## src/rtl/baud_tick_pkg.sv

```systemverilog
// Package: default widths shared by the tick generator and its checker.
package baud_tick_pkg;
    localparam int unsigned BT_INT_W  = 16;  // whole divisor width
    localparam int unsigned BT_FRAC_W = 6;   // fractional divisor width (1/64 steps)
    localparam int unsigned BT_OSR    = 16;  // oversampling strobes per bit

    // Registered strobe pair leaving the generator.
    typedef struct packed {
        logic os;
        logic bit_s;
    } tick_pair_t;
endpackage

```

## src/rtl/baud_frac_accum.sv

```systemverilog
// Fractional phase accumulator.
// Adds the fraction once per completed period; the carry of the pending
// addition tells the period counter to stretch the current period by one.
// Assumes clr and adv are never needed together (clr wins).
module baud_frac_accum #(
    parameter int unsigned FRAC_W = 6
) (
    input  logic              clk,
    input  logic              rst_n,
    input  logic              clr,
    input  logic              adv,
    input  logic [FRAC_W-1:0] frac,
    output logic              extend
);
    logic [FRAC_W-1:0] phase_q;
    logic [FRAC_W:0]   sum;

    // Pending sum of phase and fraction; its top bit is the carry.
    always_comb begin
        sum    = {1'b0, phase_q} + {1'b0, frac};
        extend = sum[FRAC_W];
    end

    // Phase register: cleared on reset or restart, stepped per period.
    always_ff @(posedge clk) begin
        if (!rst_n || clr) begin
            phase_q <= '0;
        end else if (adv) begin
            phase_q <= sum[FRAC_W-1:0];
        end
    end
endmodule

```

## src/rtl/baud_period_ctr.sv

```systemverilog
// Period counter.
// Counts reference clocks and flags the last clock of a period whose length
// is the whole divisor, plus one when 'extend' is set. A whole divisor of
// zero holds the counter idle. Assumes the divisor is stable between clears.
module baud_period_ctr #(
    parameter int unsigned INT_W = 16
) (
    input  logic             clk,
    input  logic             rst_n,
    input  logic             clr,
    input  logic [INT_W-1:0] whole,
    input  logic             extend,
    output logic             period_end
);
    localparam int unsigned CW = INT_W + 1;

    logic [INT_W-1:0] cnt_q;
    logic [CW-1:0]    last_idx;
    logic             active;

    // Index of the final clock of this period and the end-of-period flag.
    always_comb begin
        active     = (whole != '0);
        last_idx   = {1'b0, whole} + {{INT_W{1'b0}}, extend} - CW'(1);
        period_end = active && ({1'b0, cnt_q} == last_idx);
    end

    // Clock counter: restarts on clear, idle, or end of period.
    always_ff @(posedge clk) begin
        if (!rst_n || clr || !active) begin
            cnt_q <= '0;
        end else if (period_end) begin
            cnt_q <= '0;
        end else begin
            cnt_q <= cnt_q + INT_W'(1);
        end
    end
endmodule

```

## src/rtl/baud_bit_div.sv

```systemverilog
// Oversample-to-bit divider.
// Counts period ends and flags every OSR-th one. Assumes OSR >= 2.
module baud_bit_div #(
    parameter int unsigned OSR = 16
) (
    input  logic clk,
    input  logic rst_n,
    input  logic clr,
    input  logic adv,
    output logic bit_end
);
    localparam int unsigned OS_W = (OSR > 2) ? $clog2(OSR) : 1;

    logic [OS_W-1:0] os_cnt_q;

    // Bit boundary when the final oversample of a bit completes.
    always_comb begin
        bit_end = adv && (os_cnt_q == OS_W'(OSR - 1));
    end

    // Oversample counter: restarts on clear and at each bit boundary.
    always_ff @(posedge clk) begin
        if (!rst_n || clr) begin
            os_cnt_q <= '0;
        end else if (adv) begin
            os_cnt_q <= bit_end ? '0 : os_cnt_q + OS_W'(1);
        end
    end
endmodule

```

## src/rtl/baud_frac_tick_gen.sv

```systemverilog
// Fractional baud tick generator (top).
// Latches a whole+fraction divisor on div_load. It then emits a one-clock
// oversampling strobe per period, where each period lasts whole or whole+1
// clocks as picked by the phase accumulator carry. It also emits a bit strobe
// on every OSR-th oversampling strobe. Runs entirely in the reference clock
// domain. Assumes the divisor inputs are valid whenever div_load is high.
module baud_frac_tick_gen
    import baud_tick_pkg::*;
#(
    parameter int unsigned INT_W  = BT_INT_W,
    parameter int unsigned FRAC_W = BT_FRAC_W,
    parameter int unsigned OSR    = BT_OSR
) (
    input  logic              clk,
    input  logic              rst_n,
    input  logic              div_load,
    input  logic [INT_W-1:0]  div_int,
    input  logic [FRAC_W-1:0] div_frac,
    output logic              os_tick,
    output logic              bit_tick
);
    logic [INT_W-1:0]  int_q;
    logic [FRAC_W-1:0] frac_q;
    logic              extend;
    logic              period_end;
    logic              step;
    logic              bit_end;
    tick_pair_t        ticks_q;

    // Divisor latch: loaded only on an explicit load strobe.
    always_ff @(posedge clk) begin
        if (!rst_n) begin
            int_q  <= '0;
            frac_q <= '0;
        end else if (div_load) begin
            int_q  <= div_int;
            frac_q <= div_frac;
        end
    end

    // A period only counts when no restart is under way.
    always_comb begin
        step = period_end && !div_load;
    end

    baud_frac_accum #(.FRAC_W(FRAC_W)) accum_i (
        .clk    (clk),
        .rst_n  (rst_n),
        .clr    (div_load),
        .adv    (step),
        .frac   (frac_q),
        .extend (extend)
    );

    baud_period_ctr #(.INT_W(INT_W)) period_i (
        .clk        (clk),
        .rst_n      (rst_n),
        .clr        (div_load),
        .whole      (int_q),
        .extend     (extend),
        .period_end (period_end)
    );

    baud_bit_div #(.OSR(OSR)) bitdiv_i (
        .clk     (clk),
        .rst_n   (rst_n),
        .clr     (div_load),
        .adv     (step),
        .bit_end (bit_end)
    );

    // Output strobe registers: one clock wide, cleared by reset and restart.
    always_ff @(posedge clk) begin
        if (!rst_n) begin
            ticks_q <= '0;
        end else begin
            ticks_q.os    <= step;
            ticks_q.bit_s <= bit_end && !div_load;
        end
    end

    assign os_tick  = ticks_q.os;
    assign bit_tick = ticks_q.bit_s;
endmodule

```

## config.mk

```make
export PLATFORM = sky130hd
export DESIGN_NAME = baud_frac_tick_gen
export DESIGN_NICKNAME = d
export VERILOG_FILES = /design/src/rtl/baud_tick_pkg.sv /design/src/rtl/baud_frac_accum.sv /design/src/rtl/baud_period_ctr.sv /design/src/rtl/baud_bit_div.sv /design/src/rtl/baud_frac_tick_gen.sv
export SDC_FILE = /design/constraint.sdc
export NUM_CORES = 1
export LEC_CHECK = 0
export BUFFER_PORTS_ARGS = -buffer_cell sky130_fd_sc_hd__clkbuf_2
export CORE_ASPECT_RATIO = 1.1
export CORE_UTILIZATION = 25
export CTS_BUF_LIST = sky130_fd_sc_hd__clkbuf_4 sky130_fd_sc_hd__clkbuf_8
export CTS_CLUSTER_SIZE = 28
export DETAILED_ROUTE_END_ITERATION = 10
export PLACE_DENSITY = 0.39
export SKIP_CTS_REPAIR_TIMING = 1
export SLEW_MARGIN = 20
export SYNTH_ARGS = -nofsm -noshare
export SYNTH_HDL_FRONTEND = slang
export SYNTH_SLANG_ARGS = --single-unit
```

## constraint.sdc

```tcl
create_clock -name clk -period 5.75 [get_ports clk]
set_input_delay 1.15 -clock clk [delete_from_list [all_inputs] [get_ports clk]]
set_output_delay 1.15 -clock clk [all_outputs]
set_load 0.02 [all_outputs]
```

==> results.txt, run 1 <==
Status: finished clean
Num CTS Buffers: 5
Setup violations, final: 0
Post-DP HPWL: 4770 um
Vias in the first global route: 2087
Total Die Area: 0.0116 mm^2
CTS sink cnt: 50
Slowest stage delay, CP: 0.61 ns
Slowest CP cell: or4_4
Reg2reg end: period_i.cnt_q[13]$_SDFF_PP0_
Mapped Area: 0.00279 mm^2
CTS tree: yes
Critical Path AT: 4.47 ns
Tmin final: 4.29 ns
Residual DRC: 0
Worst-case clock buffer depth: 2
Final hold viol count: 0
First-pass GRT wire length: 10800 um
Crit Reg-Reg Startpoint: accum_i.phase_q[0]$_SDFFE_PP0P_
Via count: 2083
Syn. warnings: 0
Die X: 103 um
FF+latch count, synth: 50
CP max FO: 15
Worst Skew: 0.00900 ns
Top sig layer: met4
Seq/Total Area, Yosys: 0.358
Setup WS pre-CTS: 1.48 ns
Final Max Tran Viols: 0
ANT cells: 0
Initial Utilization: 0.256
Core ar.: 0.0109 mm^2
Antenna viol nets, final: 0
Cell variety after synth: 53
Most common cell after layout, fill and taps aside: dfxtp_1
Kind of end point of the critical path: flip-flop
Ys flop type: dfxtp_1
WL met3: 208 um
Setup ws final: 1.46 ns
Remaining Overflow, GRT: 0
Clk slew on worst S/H paths: 0.09 ns
# rows: 40
Nets: 361
Crit path depth: 16
Fraction of registers with async set/reset: 0
Hold_ws: 0.490 ns
Cells after Synth: 304
Num ports: 27
Metal2 WL: 2910 um
Root Buffer: clkbuf_8
Post-synth EDFFs: 0
H-Tree Depth: 2
Routed WL: 6290 um
Port-buffer cells: 26
CP delay by family, top: simple AND/OR/NAND/NOR gates
Crit path buf inv count: 2
Crit path required time: 5.94 ns
Most frequent CP cell: ha_1
Peak VDD IR: 0.0798 mV
Hold path start: bitdiv_i.os_cnt_q[0]$_SDFFE_PP0P_
Slew headroom: 0.481
Worst Setup EP: period_i.cnt_q[13]$_SDFF_PP0_
Syn Area/Cell: 9.19 um^2
Hold Crit Class: flip-flop to flip-flop
Iteration-0 DRC count of the detailed router: 71
Metal-1 WL: 3070 um
Post-DR wirelength/cell: 13.3 um
Power, Total: 0.703 mW
Largest net degree at the start of global routing: 25
Flop2flop setup slack: 1.46 ns
Drt via density: 4.41
Unrepaired setup endpoints after global routing: no
Final GP Congestion: 0.770
Total track usage: 0.123
Share of layout cells above drive strength 1: 0.148
Die Ht: 113 um
Worst reg2reg path depth: 16
Syn_nets: 341
Final core occ: 0.289
Number of max-cap violations: 0
Area added between synthesis and finish: 12.8%
Iteration count of the initial detailed-routing pass: 4
Most frequent cells in the layout: 50 x dfxtp_1, 31 x nor2_1, 28 x mux2i_1
CP startpoint: accum_i.phase_q[0]$_SDFFE_PP0P_
Tcrit/Tclk final: 0.745
CP cell instances: ha_1 > inv_1 > fa_1 > inv_1 > a21oi_1 > o21bai_1 > a21o_1 > a21oi_1 > ha_1 > ha_1 > or3b_1 > o41ai_1 > nand4_2 > or4_4 > nand2_1 > nor2_1
PwrDens: 223 mW/mm^2
Leak: 1.27 nW
Antenna violations before repair: 0
CP Launch Type: flip-flop
Worst-Skew Late Latency: 0.31 ns
Total negative slack: 0 ns
FMAX: 233 MHz
CP Class: flip-flop to flip-flop
Slew @ Worst Pin: 0.778 ns
-- per-stage QoR --
step | std cells | cell area (um^2)
2_1_floorplan | 304 | 2790
5_1_grt | 472 | 3150
3_5_place_dp | 464 | 3060
6_report | 472 | 3150
4_1_cts | 472 | 3150
3_3_place_gp | 464 | 3060
-- registers in the layout (all words and copies together), names as in the netlist --
register           flops
int_q                 16
period_i.cnt_q        16
accum_i.phase_q        6
frac_q                 6
bitdiv_i.os_cnt_q      4
bit_tick               1
os_tick                1
-- cells by family (layout without fill, tap and decap cells) --
logic type / after synthesis / count (layout) / share of synthesized area
buffers and inverters: 23 / 44 / 0.0318
muxes: 28 / 28 / 0.100
and+or+nand+nor: 119 / 119 / 0.240
xor gates and xnor gates: 41 / 41 / 0.129
AOI/OAI and AO/OA: 31 / 31 / 0.0842
adders and majority gates: 12 / 12 / 0.0564
DFF: 50 / 50 / 0.358
-- how the worst min path moves through the flow --
| stage | cells after the start | slack [ns] | endpoint |
|---|---|---|---|
| 6_report | 2 | 0.49 | bitdiv_i.os_cnt_q[0]$_SDFFE_PP0P_ |
| 5_1_grt | 2 | 0.53 | bitdiv_i.os_cnt_q[0]$_SDFFE_PP0P_ |
| 4_1_cts | 2 | 0.49 | bitdiv_i.os_cnt_q[0]$_SDFFE_PP0P_ |
| 3_5_place_dp | 2 | 0.48 | bitdiv_i.os_cnt_q[0]$_SDFFE_PP0P_ |
| 3_3_place_gp | 2 | 0.49 | accum_i.phase_q[0]$_SDFFE_PP0P_ |
| 2_1_floorplan | 1 | 0.45 | period_i.cnt_q[0]$_SDFF_PP0_ |
-- metal layers --
layer  global-route usage  vias up
met5                    0        -
met4               0.0479        0
met3               0.0259        5
met2                0.192       28
met1                0.164      954
li1                     -     1096
-- synthesized netlist by cell type (all sizes together) (2+ instances only) --
cell type | count | area, um^2
mux2i | 28 | 280
and3 | 8 | 51.3
or4 | 3 | 26.3
o21bai | 2 | 15.0
buf | 4 | 17.5
or4b | 2 | 23.8
nor4 | 5 | 46.3
o2111ai | 3 | 26.3
nand3 | 10 | 50.1
a21oi | 9 | 45.0
clkbuf | 9 | 33.8
a21o | 2 | 15.0
or3 | 2 | 12.5
nand4 | 5 | 37.5
ha | 11 | 138
and2 | 2 | 12.5
dfxtp | 50 | 1000
nor3b | 3 | 22.5
xnor2 | 22 | 193
nor2 | 31 | 116
nor3 | 4 | 20.0
nor2b | 22 | 138
nand2 | 14 | 52.6
o21ai | 2 | 10.0
or3b | 3 | 26.3
inv | 10 | 37.5
or2 | 3 | 21.3
xor2 | 19 | 166
-- worst register-to-register path: stages (launching register included) --
cell,delay [ns]
dfxtp_1,0.33
ha_1,0.20
inv_1,0.07
fa_1,0.20
inv_1,0.05
a21oi_1,0.12
o21bai_1,0.10
a21o_1,0.19
a21oi_1,0.15
ha_1,0.23
ha_1,0.28
or3b_1,0.43
o41ai_1,0.46
nand4_2,0.22
or4_4,0.61
nand2_1,0.42
nor2_1,0.11
-- cell type report --
type	count	area (um^2)
Multi-Input combinational cell	231	1700
Clock inverter	1	5.00
Timing Repair Buffer	26	130
Sequential cell	50	1000
Inverter	10	37.5
Tap cell	147	184
Fill cell	1234	7760
Clock buffer	7	90.1
-- report_power, final --
group	internal (mW)	switching [mW]	total [mW]
Clock	0.102	0.119	0.221
Combinational	0.0536	0.0576	0.111
Sequential	0.356	0.0145	0.370
Total	0.512	0.191	0.703
(Power assumes the default switching activity.)
==> inputs of run 2 (changes only) <==
==> constraint.sdc (replaced) <==
create_clock -name clk -period 4 [get_ports clk]
set_input_delay 0.8 -clock clk [delete_from_list [all_inputs] [get_ports clk]]
set_output_delay 0.8 -clock clk [all_outputs]
set_load 0.02 [all_outputs]
==> run 2 against run 1 <==
Compared with the run above: first-iteration DRC count up 4.2%; register-to-register slack worse by 1.3 ns; setup slack worse by 1.3 ns; via count grew 2.1%; clock skew is 0.0040 ns lower; clock-buffer cell count stayed put; sequential power is 44% higher; utilization increased by 1.7 points; non-clock buffer count is 11 higher; critical path depth is 1 higher; maximum frequency grew 12%; routed wire length rose by 2.3%.
==> results.txt, run 2 (synthesis gave the netlist of run 1 again) <==
Status: finished clean (unchanged)
Sw Share: 0.275 (was 0.272)
Largest net degree at the start of global routing: 25 (unchanged)
Remaining Overflow, GRT: 0 (unchanged)
Iteration count of the initial detailed-routing pass: 4 (unchanged)
Peak VDD IR: 0.150 mV (was 0.0798 mV)
CP Launch Type: flip-flop (unchanged)
Tcrit/Tclk final: 0.957 (was 0.745)
Most common cell after layout, fill and taps aside: dfxtp_1 (unchanged)
Worst Skew: 0.00496 ns (was 0.00900 ns)
Kind of end point of the critical path: flip-flop (unchanged)
Inst Count DP: 473 (was 464)
Die Ht: 113 um (unchanged)
Vias in the first global route: 2107 (was 2087)
Initial Utilization: 0.256 (unchanged)
Num ports: 27 (unchanged)
Slew headroom: 0.679 (was 0.481)
H-Tree Depth: 2 (unchanged)
Final Non-Filler Cells: 483 (was 472)
Via count: 2127 (was 2083)
PwrDens: 310 mW/mm^2 (was 223 mW/mm^2)
Antenna viol nets, final: 0 (unchanged)
Total track usage: 0.121 (was 0.123)
Seq pwr share: 0.515 (was 0.527)
Antenna violations before repair: 0 (unchanged)
Hold Crit Class: flip-flop to flip-flop (unchanged)
ANT cells: 0 (unchanged)
Crit path required time: 4.24 ns (was 5.94 ns)
Clk slew on worst S/H paths: 0.09 ns (about the same)
FMAX: 261 MHz (was 233 MHz)
Post-DR wirelength/cell: 13.3 um (about the same)
Unrepaired setup endpoints after global routing: yes (was no)
Port-buffer cells: 26 (unchanged)
Routed WL: 6430 um (was 6290 um)
# rows: 40 (unchanged)
Fillers: 1217 (was 1234)
Total Die Area: 0.0116 mm^2 (unchanged)
Tmin final: 3.83 ns (was 4.29 ns)
Share of layout cells above drive strength 1: 0.220 (was 0.148)
Final GP Congestion: 0.774 (was 0.770)
Nets: 372 (was 361)
CP Class: flip-flop to flip-flop (unchanged)
Slew @ Worst Pin: 0.481 ns (was 0.778 ns)
Residual DRC: 0 (unchanged)
Iteration-0 DRC count of the detailed router: 74 (was 71)
Final Max Tran Viols: 0 (unchanged)
Die X: 103 um (unchanged)
Post-DP HPWL: 4760 um (was 4770 um)
Most frequent cells in the layout: 48 x dfxtp_1, 31 x nor2_1, 28 x mux2i_1 (was 50 x dfxtp_1, 31 x nor2_1, 28 x mux2i_1)
Leak: 1.33 nW (was 1.27 nW)
Area occupied by multi-input gates: 0.00177 mm^2 (was 0.00170 mm^2)
Top flop regs: int_q x16, period_i.cnt_q x16 (unchanged)
CTS tree: yes (unchanged)
P_sw: 0.285 mW (was 0.191 mW)
Drt via density: 4.40 (was 4.41)
Comb pwr share: 0.175 (was 0.158)
Final hold viol count: 0 (unchanged)
Worst-case clock buffer depth: 2 (unchanged)
CTS sink cnt: 50 (unchanged)
Int Pwr: 0.750 mW (was 0.512 mW)
Root Buffer: clkbuf_8 (unchanged)
Power, Total: 1.03 mW (was 0.703 mW)
Core ar.: 0.0109 mm^2 (unchanged)
First-pass GRT wire length: 10800 um (about the same)
Number of max-cap violations: 0 (unchanged)
Flop2flop setup slack: 0.17 ns (was 1.46 ns)
Critical Path AT: 4.07 ns (was 4.47 ns)
Setup violations, final: 0 (unchanged)
Clock power share: 0.310 (was 0.315)
Area added between synthesis and finish: 19.3% (was 12.8%)
Num CTS Buffers: 5 (unchanged)
CP max FO: 5 (was 15)
Reg area: 0.00100 mm^2 (about the same)
Worst-Skew Late Latency: 0.31 ns (about the same)
run 2: metal layers:
layer	wire length (um)	global-route usage
met5	0	0
met3	140	0.0229
met1	3100	0.159
met2	3090	0.195
met4	106	0.0451
run 2: path summary, 6_finish.rpt:
check | startpoint | end | cells after the start
worst min-delay path | bitdiv_i.os_cnt_q[0]$_SDFFE_PP0P_ | bitdiv_i.os_cnt_q[0]$_SDFFE_PP0P_ | 2
worst max-delay path | accum_i.phase_q[0]$_SDFFE_PP0P_ | bitdiv_i.os_cnt_q[2]$_SDFFE_PP0P_ | 17
worst max register to register | accum_i.phase_q[0]$_SDFFE_PP0P_ | bitdiv_i.os_cnt_q[2]$_SDFFE_PP0P_ | 17
worst min register to register | bitdiv_i.os_cnt_q[0]$_SDFFE_PP0P_ | bitdiv_i.os_cnt_q[0]$_SDFFE_PP0P_ | 2
run 2: final cells by class:
class,count,share of cell area
multi-input cells,231,0.532
flip-flops and latches,50,0.301
repair buffers,37,0.0713
well taps,147,0.0552
clock buffers,7,0.0270
inverters,10,0.0113
clock inverters,1,0.00150
run 2: metrics by stage:
stage               cell area [um^2]  setup WS, ns  TNS, ns  hold slack, ns   util
detailed placement              3150       -0.0651  -0.0651           0.484  0.289
global route                    3330       -0.0188  -0.0188           0.529  0.305
global placement                3150        0.0465        0           0.476  0.289
floorplan                       2790         0.209        0           0.448      -
finish                          3330         0.173        0           0.504  0.305
CTS                             3240        -0.122   -0.633           0.507  0.297
run 2: power groups by stage:
stage | registers [mW] | logic (mW) | clock network, mW
floorplan | 0.534 | 0.128 | 0
global placement | 0.545 | 0.174 | 0
detailed placement | 0.544 | 0.174 | 0
CTS | 0.533 | 0.175 | 0.334
global route | 0.536 | 0.200 | 0.355
finish | 0.533 | 0.181 | 0.321
run 2: worst max-delay path, cell delays in order, from the launching register on:
cell and delay, ns:
dfxtp_2 0.34, ha_4 0.15, inv_2 0.05, fa_2 0.20, inv_2 0.04, a21oi_2 0.10
o21bai_1 0.10, a21o_1 0.18, a21oi_2 0.13, ha_2 0.24, ha_1 0.17, or3b_2 0.48
nor3_1 0.20, a2bb2oi_1 0.09, o32a_1 0.24, or4_4 0.56, or3_1 0.36, a21oi_1 0.13
